[config.mk]
export PLATFORM = sky130hd
export DESIGN_NAME = serial_rx_fe
export DESIGN_NICKNAME = d
export VERILOG_FILES = /design/src/rtl/serial_rx_pkg.sv /design/src/rtl/serial_rx_sync.sv /design/src/rtl/serial_rx_sampler.sv /design/src/rtl/serial_rx_frame.sv /design/src/rtl/serial_rx_fe.sv
export SDC_FILE = /design/constraint.sdc
export NUM_CORES = 1
export LEC_CHECK = 0
export CELL_PAD_IN_SITES_DETAIL_PLACEMENT = 0
export CELL_PAD_IN_SITES_GLOBAL_PLACEMENT = 1
export CORE_MARGIN = 2
export CORE_UTILIZATION = 46
export DETAILED_ROUTE_END_ITERATION = 8
export DONT_BUFFER_PORTS = 1
export PLACE_DENSITY_LB_ADDON = 0.1
export REMOVE_ABC_BUFFERS = 1
export SYNTH_ARGS = -nofsm -noshare
export SYNTH_HDL_FRONTEND = slang
export SYNTH_HIERARCHICAL = 1
export SYNTH_SLANG_ARGS = --single-unit
[constraint.sdc]
create_clock -name clk -period 2.7 [get_ports clk]
set_input_delay 0.135 -clock clk [delete_from_list [all_inputs] [get_ports clk]]
set_output_delay 0.135 -clock clk [all_outputs]
set_load 0.02 [all_outputs]
[src/rtl/serial_rx_pkg.sv]
package serial_rx_pkg;

  typedef enum logic [1:0] {
    RX_IDLE  = 2'd0,
    RX_START = 2'd1,
    RX_DATA  = 2'd2,
    RX_STOP  = 2'd3
  } rx_state_t;

  function automatic logic vote3(input logic a, input logic b, input logic c);
    return (a & b) | (a & c) | (b & c);
  endfunction

endpackage

[src/rtl/serial_rx_sync.sv]
module serial_rx_sync #(
  parameter int STAGES = 2
) (
  input  logic clk,
  input  logic rst,
  input  logic line_in,
  output logic line_s,
  output logic fall
);
  logic [STAGES-1:0] sh;
  logic              prev;

  always_ff @(posedge clk) begin
    if (rst) begin
      sh   <= '1;
      prev <= 1'b1;
    end else begin
      sh   <= {sh[STAGES-2:0], line_in};
      prev <= sh[STAGES-1];
    end
  end

  assign line_s = sh[STAGES-1];
  assign fall   = prev & ~sh[STAGES-1];
endmodule

[src/rtl/serial_rx_sampler.sv]
module serial_rx_sampler
  import serial_rx_pkg::*;
#(
  parameter int OSR = 16
) (
  input  logic clk,
  input  logic rst,
  input  logic restart,
  input  logic tick,
  input  logic line_s,
  output logic vote_valid,
  output logic vote_bit
);
  localparam int CW = $clog2(OSR);
  localparam int MID = OSR / 2;
  localparam logic [CW-1:0] PT_A = CW'(MID - 1);
  localparam logic [CW-1:0] PT_B = CW'(MID);
  localparam logic [CW-1:0] PT_C = CW'(MID + 1);
  localparam logic [CW-1:0] PT_END = CW'(OSR - 1);

  logic [CW-1:0] cnt;
  logic          smp_a, smp_b;

  always_ff @(posedge clk) begin
    if (rst) begin
      cnt        <= '0;
      smp_a      <= 1'b1;
      smp_b      <= 1'b1;
      vote_valid <= 1'b0;
      vote_bit   <= 1'b1;
    end else begin
      vote_valid <= 1'b0;
      if (restart) begin
        cnt <= '0;
      end else if (tick) begin
        cnt <= (cnt == PT_END) ? '0 : cnt + 1'b1;
        if (cnt == PT_A) smp_a <= line_s;
        if (cnt == PT_B) smp_b <= line_s;
        if (cnt == PT_C) begin
          vote_valid <= 1'b1;
          vote_bit   <= vote3(smp_a, smp_b, line_s);
        end
      end
    end
  end
endmodule

[src/rtl/serial_rx_frame.sv]
module serial_rx_frame
  import serial_rx_pkg::*;
#(
  parameter int DATA_W = 8
) (
  input  logic              clk,
  input  logic              rst,
  input  logic              fall,
  input  logic              vote_valid,
  input  logic              vote_bit,
  input  logic [1:0]        mode_sel,
  input  logic              rx_en,
  input  logic              fe_chk_en,
  input  logic              clr_done,
  input  logic              clr_ferr,
  output logic              restart,
  output logic [DATA_W-1:0] rx_data,
  output logic              rx_bit9,
  output logic              rx_done,
  output logic              ferr
);
  localparam int IW = $clog2(DATA_W + 2);
  localparam logic [IW-1:0] LAST8 = IW'(DATA_W - 1);
  localparam logic [IW-1:0] LAST9 = IW'(DATA_W);

  rx_state_t         state;
  logic [IW-1:0]     idx;
  logic [DATA_W-1:0] sh;
  logic [DATA_W:0]   sh_nx;
  logic [DATA_W-1:0] data_nx, cap_data;
  logic              cap_b9;
  logic              nine, last;

  assign nine    = mode_sel[1];
  assign sh_nx   = {vote_bit, sh};
  assign data_nx = nine ? sh_nx[DATA_W-1:0] : sh_nx[DATA_W:1];
  assign last    = nine ? (idx == LAST9) : (idx == LAST8);
  assign restart = (state == RX_IDLE) && fall && rx_en && (mode_sel != 2'b00);

  always_ff @(posedge clk) begin
    if (rst) begin
      state    <= RX_IDLE;
      idx      <= '0;
      sh       <= '0;
      cap_data <= '0;
      cap_b9   <= 1'b0;
      rx_data  <= '0;
      rx_bit9  <= 1'b0;
      rx_done  <= 1'b0;
      ferr     <= 1'b0;
    end else begin
      if (clr_done) rx_done <= 1'b0;
      if (clr_ferr) ferr <= 1'b0;
      case (state)
        RX_IDLE: begin
          if (restart) state <= RX_START;
        end
        RX_START: begin
          if (vote_valid) begin
            if (vote_bit) state <= RX_IDLE;
            else begin
              state <= RX_DATA;
              idx   <= '0;
            end
          end
        end
        RX_DATA: begin
          if (vote_valid) begin
            sh  <= sh_nx[DATA_W:1];
            idx <= idx + 1'b1;
            if (last) begin
              state    <= RX_STOP;
              cap_data <= data_nx;
              cap_b9   <= sh_nx[DATA_W];
              if (!fe_chk_en && rx_en) begin
                rx_data <= data_nx;
                if (nine) rx_bit9 <= sh_nx[DATA_W];
                rx_done <= 1'b1;
              end
            end
          end
        end
        RX_STOP: begin
          if (vote_valid) begin
            state <= RX_IDLE;
            if (fe_chk_en && rx_en) begin
              rx_data <= cap_data;
              if (nine) rx_bit9 <= cap_b9;
              rx_done <= 1'b1;
              if (!vote_bit) ferr <= 1'b1;
            end
          end
        end
        default: state <= RX_IDLE;
      endcase
    end
  end
endmodule

[src/rtl/serial_rx_fe.sv]
module serial_rx_fe #(
  parameter int DATA_W = 8,
  parameter int OSR = 16,
  parameter int SYNC_STAGES = 2
) (
  input  logic              clk,
  input  logic              rst,
  input  logic              rx_serial,
  input  logic              os_tick,
  input  logic [1:0]        mode_sel,
  input  logic              rx_en,
  input  logic              fe_chk_en,
  input  logic              clr_done,
  input  logic              clr_ferr,
  output logic [DATA_W-1:0] rx_data,
  output logic              rx_bit9,
  output logic              rx_done,
  output logic              ferr,
  output logic              ctl_shared
);
  logic line_s, fall, restart, vote_valid, vote_bit;

  serial_rx_sync #(.STAGES(SYNC_STAGES)) u_sync (
    .clk(clk), .rst(rst), .line_in(rx_serial), .line_s(line_s), .fall(fall)
  );

  serial_rx_sampler #(.OSR(OSR)) u_smp (
    .clk(clk), .rst(rst), .restart(restart), .tick(os_tick), .line_s(line_s),
    .vote_valid(vote_valid), .vote_bit(vote_bit)
  );

  serial_rx_frame #(.DATA_W(DATA_W)) u_frm (
    .clk(clk), .rst(rst), .fall(fall), .vote_valid(vote_valid), .vote_bit(vote_bit),
    .mode_sel(mode_sel), .rx_en(rx_en), .fe_chk_en(fe_chk_en),
    .clr_done(clr_done), .clr_ferr(clr_ferr), .restart(restart),
    .rx_data(rx_data), .rx_bit9(rx_bit9), .rx_done(rx_done), .ferr(ferr)
  );

  always_ff @(posedge clk) begin
    if (rst) ctl_shared <= 1'b0;
    else     ctl_shared <= fe_chk_en ? ferr : mode_sel[1];
  end
endmodule

==> impl_metrics.xml <==
<?xml version="1.0" encoding="UTF-8"?>
<metrics>
  <group name="status">
    <metric name="status" unit="">finished clean</metric>
  </group>
  <group name="synthesis">
    <metric name="netlist_area" unit="mm²">0.002137</metric>
    <metric name="synth.area.top_cells" unit="">sky130_fd_sc_hd__dfxtp_1 43%, sky130_fd_sc_hd__a21oi_1 8.7%, sky130_fd_sc_hd__nor3_1 5.2%</metric>
    <metric name="syn-mean-instance-area" unit="µm²">8.251</metric>
    <metric name="ys_async_sr_fraction" unit="%">0</metric>
    <metric name="yosys_register_bits" unit="">46</metric>
    <metric name="synthTopCellsByCount" unit="">46 x sky130_fd_sc_hd__dfxtp_1, 37 x sky130_fd_sc_hd__a21oi_1, 25 x sky130_fd_sc_hd__nand2_1</metric>
    <metric name="synth-main-ff-cell" unit="">sky130_fd_sc_hd__dfxtp_1</metric>
    <metric name="synth.lib_cells_used.distinct" unit="">41</metric>
    <metric name="number_of_enable_flip_flop_cells_after_synthesis" unit="">0</metric>
    <metric name="synth_top_area_share" unit="%">43.09</metric>
    <metric name="register_area_share_after_synthesis" unit="%">43.09</metric>
    <metric name="synth-warning-count" unit="">6</metric>
    <metric name="cell_type_contributing_the_most_total_cell_area_after_synthesis" unit="">sky130_fd_sc_hd__dfxtp_1</metric>
    <metric name="yosys.cell_count.top_type" unit="">sky130_fd_sc_hd__dfxtp_1</metric>
    <metric name="syn-instance-count" unit="">259</metric>
  </group>
  <group name="critical_path">
    <metric name="critical_path_cell_count" unit="">4</metric>
    <metric name="worst_r2r_path_depth" unit="">4</metric>
    <metric name="crit_arrival" unit="ps">2340</metric>
    <metric name="timing.critical_path.slowest_cell_delay" unit="ps">780</metric>
    <metric name="path_cells" unit="">and2_1 &gt; nand2_1 &gt; or4_1 &gt; a21oi_1</metric>
    <metric name="cp_max_fo" unit="">23</metric>
    <metric name="cp-end-kind" unit="">flop</metric>
    <metric name="cp.required" unit="ps">2930</metric>
    <metric name="cell_family_with_most_cp_delay" unit="">simple AND/OR/NAND/NOR gates</metric>
    <metric name="crit_type" unit="">reg -&gt; reg</metric>
    <metric name="critPathLaunchType" unit="">flop</metric>
    <metric name="critical-path-slowest-cell" unit="">sky130_fd_sc_hd__dfxtp_1</metric>
    <metric name="path_buf_inv" unit="">0</metric>
  </group>
  <group name="grt">
    <metric name="first_global_vias" unit="">1682</metric>
    <metric name="global_route.usage.met3" unit="%">5.833</metric>
    <metric name="wire_length_of_the_first_global_routing_pass" unit="µm">8418</metric>
    <metric name="total_global_routing_track_utilization" unit="%">20.72</metric>
    <metric name="grt-busiest-layer" unit="">met2</metric>
    <metric name="globalRouteOverflowTotal" unit="">0</metric>
    <metric name="met1_usage" unit="%">28.96</metric>
    <metric name="grt_start_max_net_pins" unit="">45</metric>
    <metric name="antenna_violations_before_repair" unit="">0</metric>
    <metric name="use_met2" unit="%">31.40</metric>
  </group>
  <group name="drt">
    <metric name="routed_via_density" unit="">5.990</metric>
    <metric name="drt-pass1-iter-count" unit="">4</metric>
    <metric name="antenna_left" unit="">0</metric>
    <metric name="first_iter_violations" unit="">136</metric>
    <metric name="wl" unit="µm">5104</metric>
    <metric name="dr_total_vias" unit="">1845</metric>
    <metric name="wl_per_cell" unit="µm">16.57</metric>
    <metric name="drc" unit="">0</metric>
  </group>
  <group name="die">
    <metric name="dieArea" unit="mm²">0.005207</metric>
    <metric name="boundaryPins" unit="">22</metric>
    <metric name="row_count" unit="">24</metric>
    <metric name="core_region_area" unit="mm²">0.004414</metric>
    <metric name="die_x" unit="µm">72.16</metric>
    <metric name="starting_density" unit="%">48.41</metric>
    <metric name="chipHeight" unit="µm">72.16</metric>
  </group>
  <group name="sta">
    <metric name="slew_viol_final" unit="">0</metric>
    <metric name="final.setup_skew" unit="ps">4.186</metric>
    <metric name="final_min_period_over_clock_period" unit="%">78.12</metric>
    <metric name="slew-limit-headroom" unit="%">27.69</metric>
    <metric name="grt_setup_unrepaired" unit="">false</metric>
    <metric name="period_needed" unit="ps">2109</metric>
    <metric name="tightestPinTransition" unit="ps">1085</metric>
    <metric name="setup-tns-final" unit="ps">0</metric>
    <metric name="timing_hold_violations_final" unit="">0</metric>
    <metric name="clock.fmax" unit="GHz">0.4741</metric>
    <metric name="timing.final.setup_violations" unit="">0</metric>
  </group>
  <group name="layout">
    <metric name="final_net_count" unit="">270</metric>
    <metric name="share_of_cells_above_drive_strength_1" unit="%">7.422</metric>
    <metric name="final_area" unit="mm²">0.002292</metric>
    <metric name="synthToLayoutAreaGrowth" unit="%">7.260</metric>
    <metric name="antenna_cells" unit="">0</metric>
  </group>
  <group name="power">
    <metric name="powerDensity" unit="mW/mm²">490.1</metric>
    <metric name="cellLeakagePower" unit="nW">0.7760</metric>
    <metric name="worst_vdd_drop" unit="µV">268.1</metric>
  </group>
  <group name="clocking">
    <metric name="clockBufferDepth" unit="">2</metric>
    <metric name="cts_made_buffers" unit="">5</metric>
    <metric name="clock_latency" unit="ps">290</metric>
    <metric name="cts_tree" unit="">built</metric>
    <metric name="cts_root_buffer" unit="">sky130_fd_sc_hd__clkbuf_8</metric>
    <metric name="ctsHoldBuffers" unit="">5</metric>
    <metric name="clk_transition_reported_paths" unit="ps">80</metric>
    <metric name="cts_post_setup_buffers_inserted" unit="">0</metric>
    <metric name="cts_max_level" unit="">2</metric>
    <metric name="cts.repair.resized" unit="">0</metric>
    <metric name="clkSinkCount" unit="">46</metric>
  </group>
  <group name="hold_path">
    <metric name="hold_path_depth" unit="">2</metric>
    <metric name="hold_class" unit="">in -&gt; reg</metric>
  </group>
  <group name="placement">
    <metric name="gp_congestion" unit="">0.7384</metric>
    <metric name="dp_hpwl" unit="µm">3137</metric>
    <metric name="port_buffers" unit="">0</metric>
    <metric name="placed_standard_cell_area" unit="mm²">0.002156</metric>
  </group>
  <group name="flow_run">
    <metric name="max_cap_violations" unit="">0</metric>
  </group>
</metrics>
logic make-up after synthesis:
group                      count (synthesis)  synth area share (%)
adders and majority gates                  5                 2.810
and+or+nand+nor                          108                 25.82
xor gates and xnor gates                   3                 1.230
buffers and inverters                     23                 4.274
muxes                                     11                 5.621
DFF                                       46                 43.09
AOI/OAI and AO/OA                         63                 17.15
report_power, final:
group	internal, mW	leakage (nW)	switching, mW	total, mW
Sequential	0.683	0.372	0.00786	0.691
Combinational	0.0206	0.366	0.0213	0.0419
Clock	0.179	0.0383	0.212	0.391
Total	0.882	0.776	0.241	1.12
path summary, 6_finish.rpt:
kind	slack [ps]	end	startpoint
max	590	u_frm/rx_data[2]$_SDFFE_PP0P_	flop
min	30	u_smp/smp_a$_SDFFE_PP1P_	rst
max reg2reg	590	u_frm/rx_data[2]$_SDFFE_PP0P_	flop
min reg2reg	410	u_sync/sh[1]$_SDFF_PP1_	u_sync/sh[0]$_SDFF_PP1_
flip-flops by register name (all words and copies together) (netlist names), 2 cells and up, named ones only:
name and cells:
u_sync/sh 2, u_frm/idx 4, u_smp/cnt 4, u_frm/cap_data 8, u_frm/rx_data 8, u_frm/sh 8
final cells by class:
type,instances,area (µm²)
clock buffers,7,76.32
fillers,431,2122
inverters,4,15.01
multi-input cells,190,1125
flip-flops and latches,46,920.9
well taps,52,65.06
repair buffers,9,90.09
metal layers:
| metal | part of all wire [%] | wire length, µm | up-vias |
|---|---|---|---|
| met5 | 0 | 0 | - |
| met4 | 0.51 | 26 | 0 |
| met3 | 7.3 | 372 | 2 |
| met2 | 43 | 2209 | 50 |
| met1 | 49 | 2496 | 867 |
| li1 | - | - | 926 |
layout by cell type (no fill, tap or decap), types with 2 or more instances in the layout:
cell type                       Yosys  layout
sky130_fd_sc_hd__nor3_1            22      22
sky130_fd_sc_hd__nor2_1            23      23
sky130_fd_sc_hd__mux2_2             8       8
sky130_fd_sc_hd__dlygate4sd3_1      0       4
sky130_fd_sc_hd__nand2b_1           3       3
sky130_fd_sc_hd__or4_1              9       9
sky130_fd_sc_hd__mux2i_1            3       3
sky130_fd_sc_hd__nand2_1           25      25
sky130_fd_sc_hd__or2_1              3       3
sky130_fd_sc_hd__a211oi_1           3       3
sky130_fd_sc_hd__nand3_1            5       5
sky130_fd_sc_hd__nand4_1            2       2
sky130_fd_sc_hd__and2_1             2       2
sky130_fd_sc_hd__ha_1               4       4
sky130_fd_sc_hd__nor4_1             3       3
sky130_fd_sc_hd__xor2_1             3       3
sky130_fd_sc_hd__a31oi_1            2       2
sky130_fd_sc_hd__o21ai_0           10      10
sky130_fd_sc_hd__buf_4              0       4
sky130_fd_sc_hd__inv_1              4       4
sky130_fd_sc_hd__clkbuf_8           0       5
sky130_fd_sc_hd__clkbuf_1          13       2
sky130_fd_sc_hd__a21oi_1           37      37
sky130_fd_sc_hd__a22oi_1            2       2
sky130_fd_sc_hd__nor2b_1            2       2
sky130_fd_sc_hd__and3_1             4       4
sky130_fd_sc_hd__dfxtp_1           46      46
through the flow:
step | instances | hold WS (ps) | power [mW] | setup slack [ps] | utilization, %
finish | 308 | 28.72 | 1.123 | 590.8 | 51.93
global route | 308 | 32.73 | 1.179 | 422.5 | 51.93
global placement | 296 | 209.2 | 0.7303 | 707.3 | 48.84
detailed placement | 296 | 211.4 | 0.7310 | 623.7 | 48.84
CTS | 308 | 15.26 | 1.138 | 594.1 | 51.93
floorplan | 240 | 204.1 | 0.7247 | 704.1 | -
(Power assumes the default switching activity.)
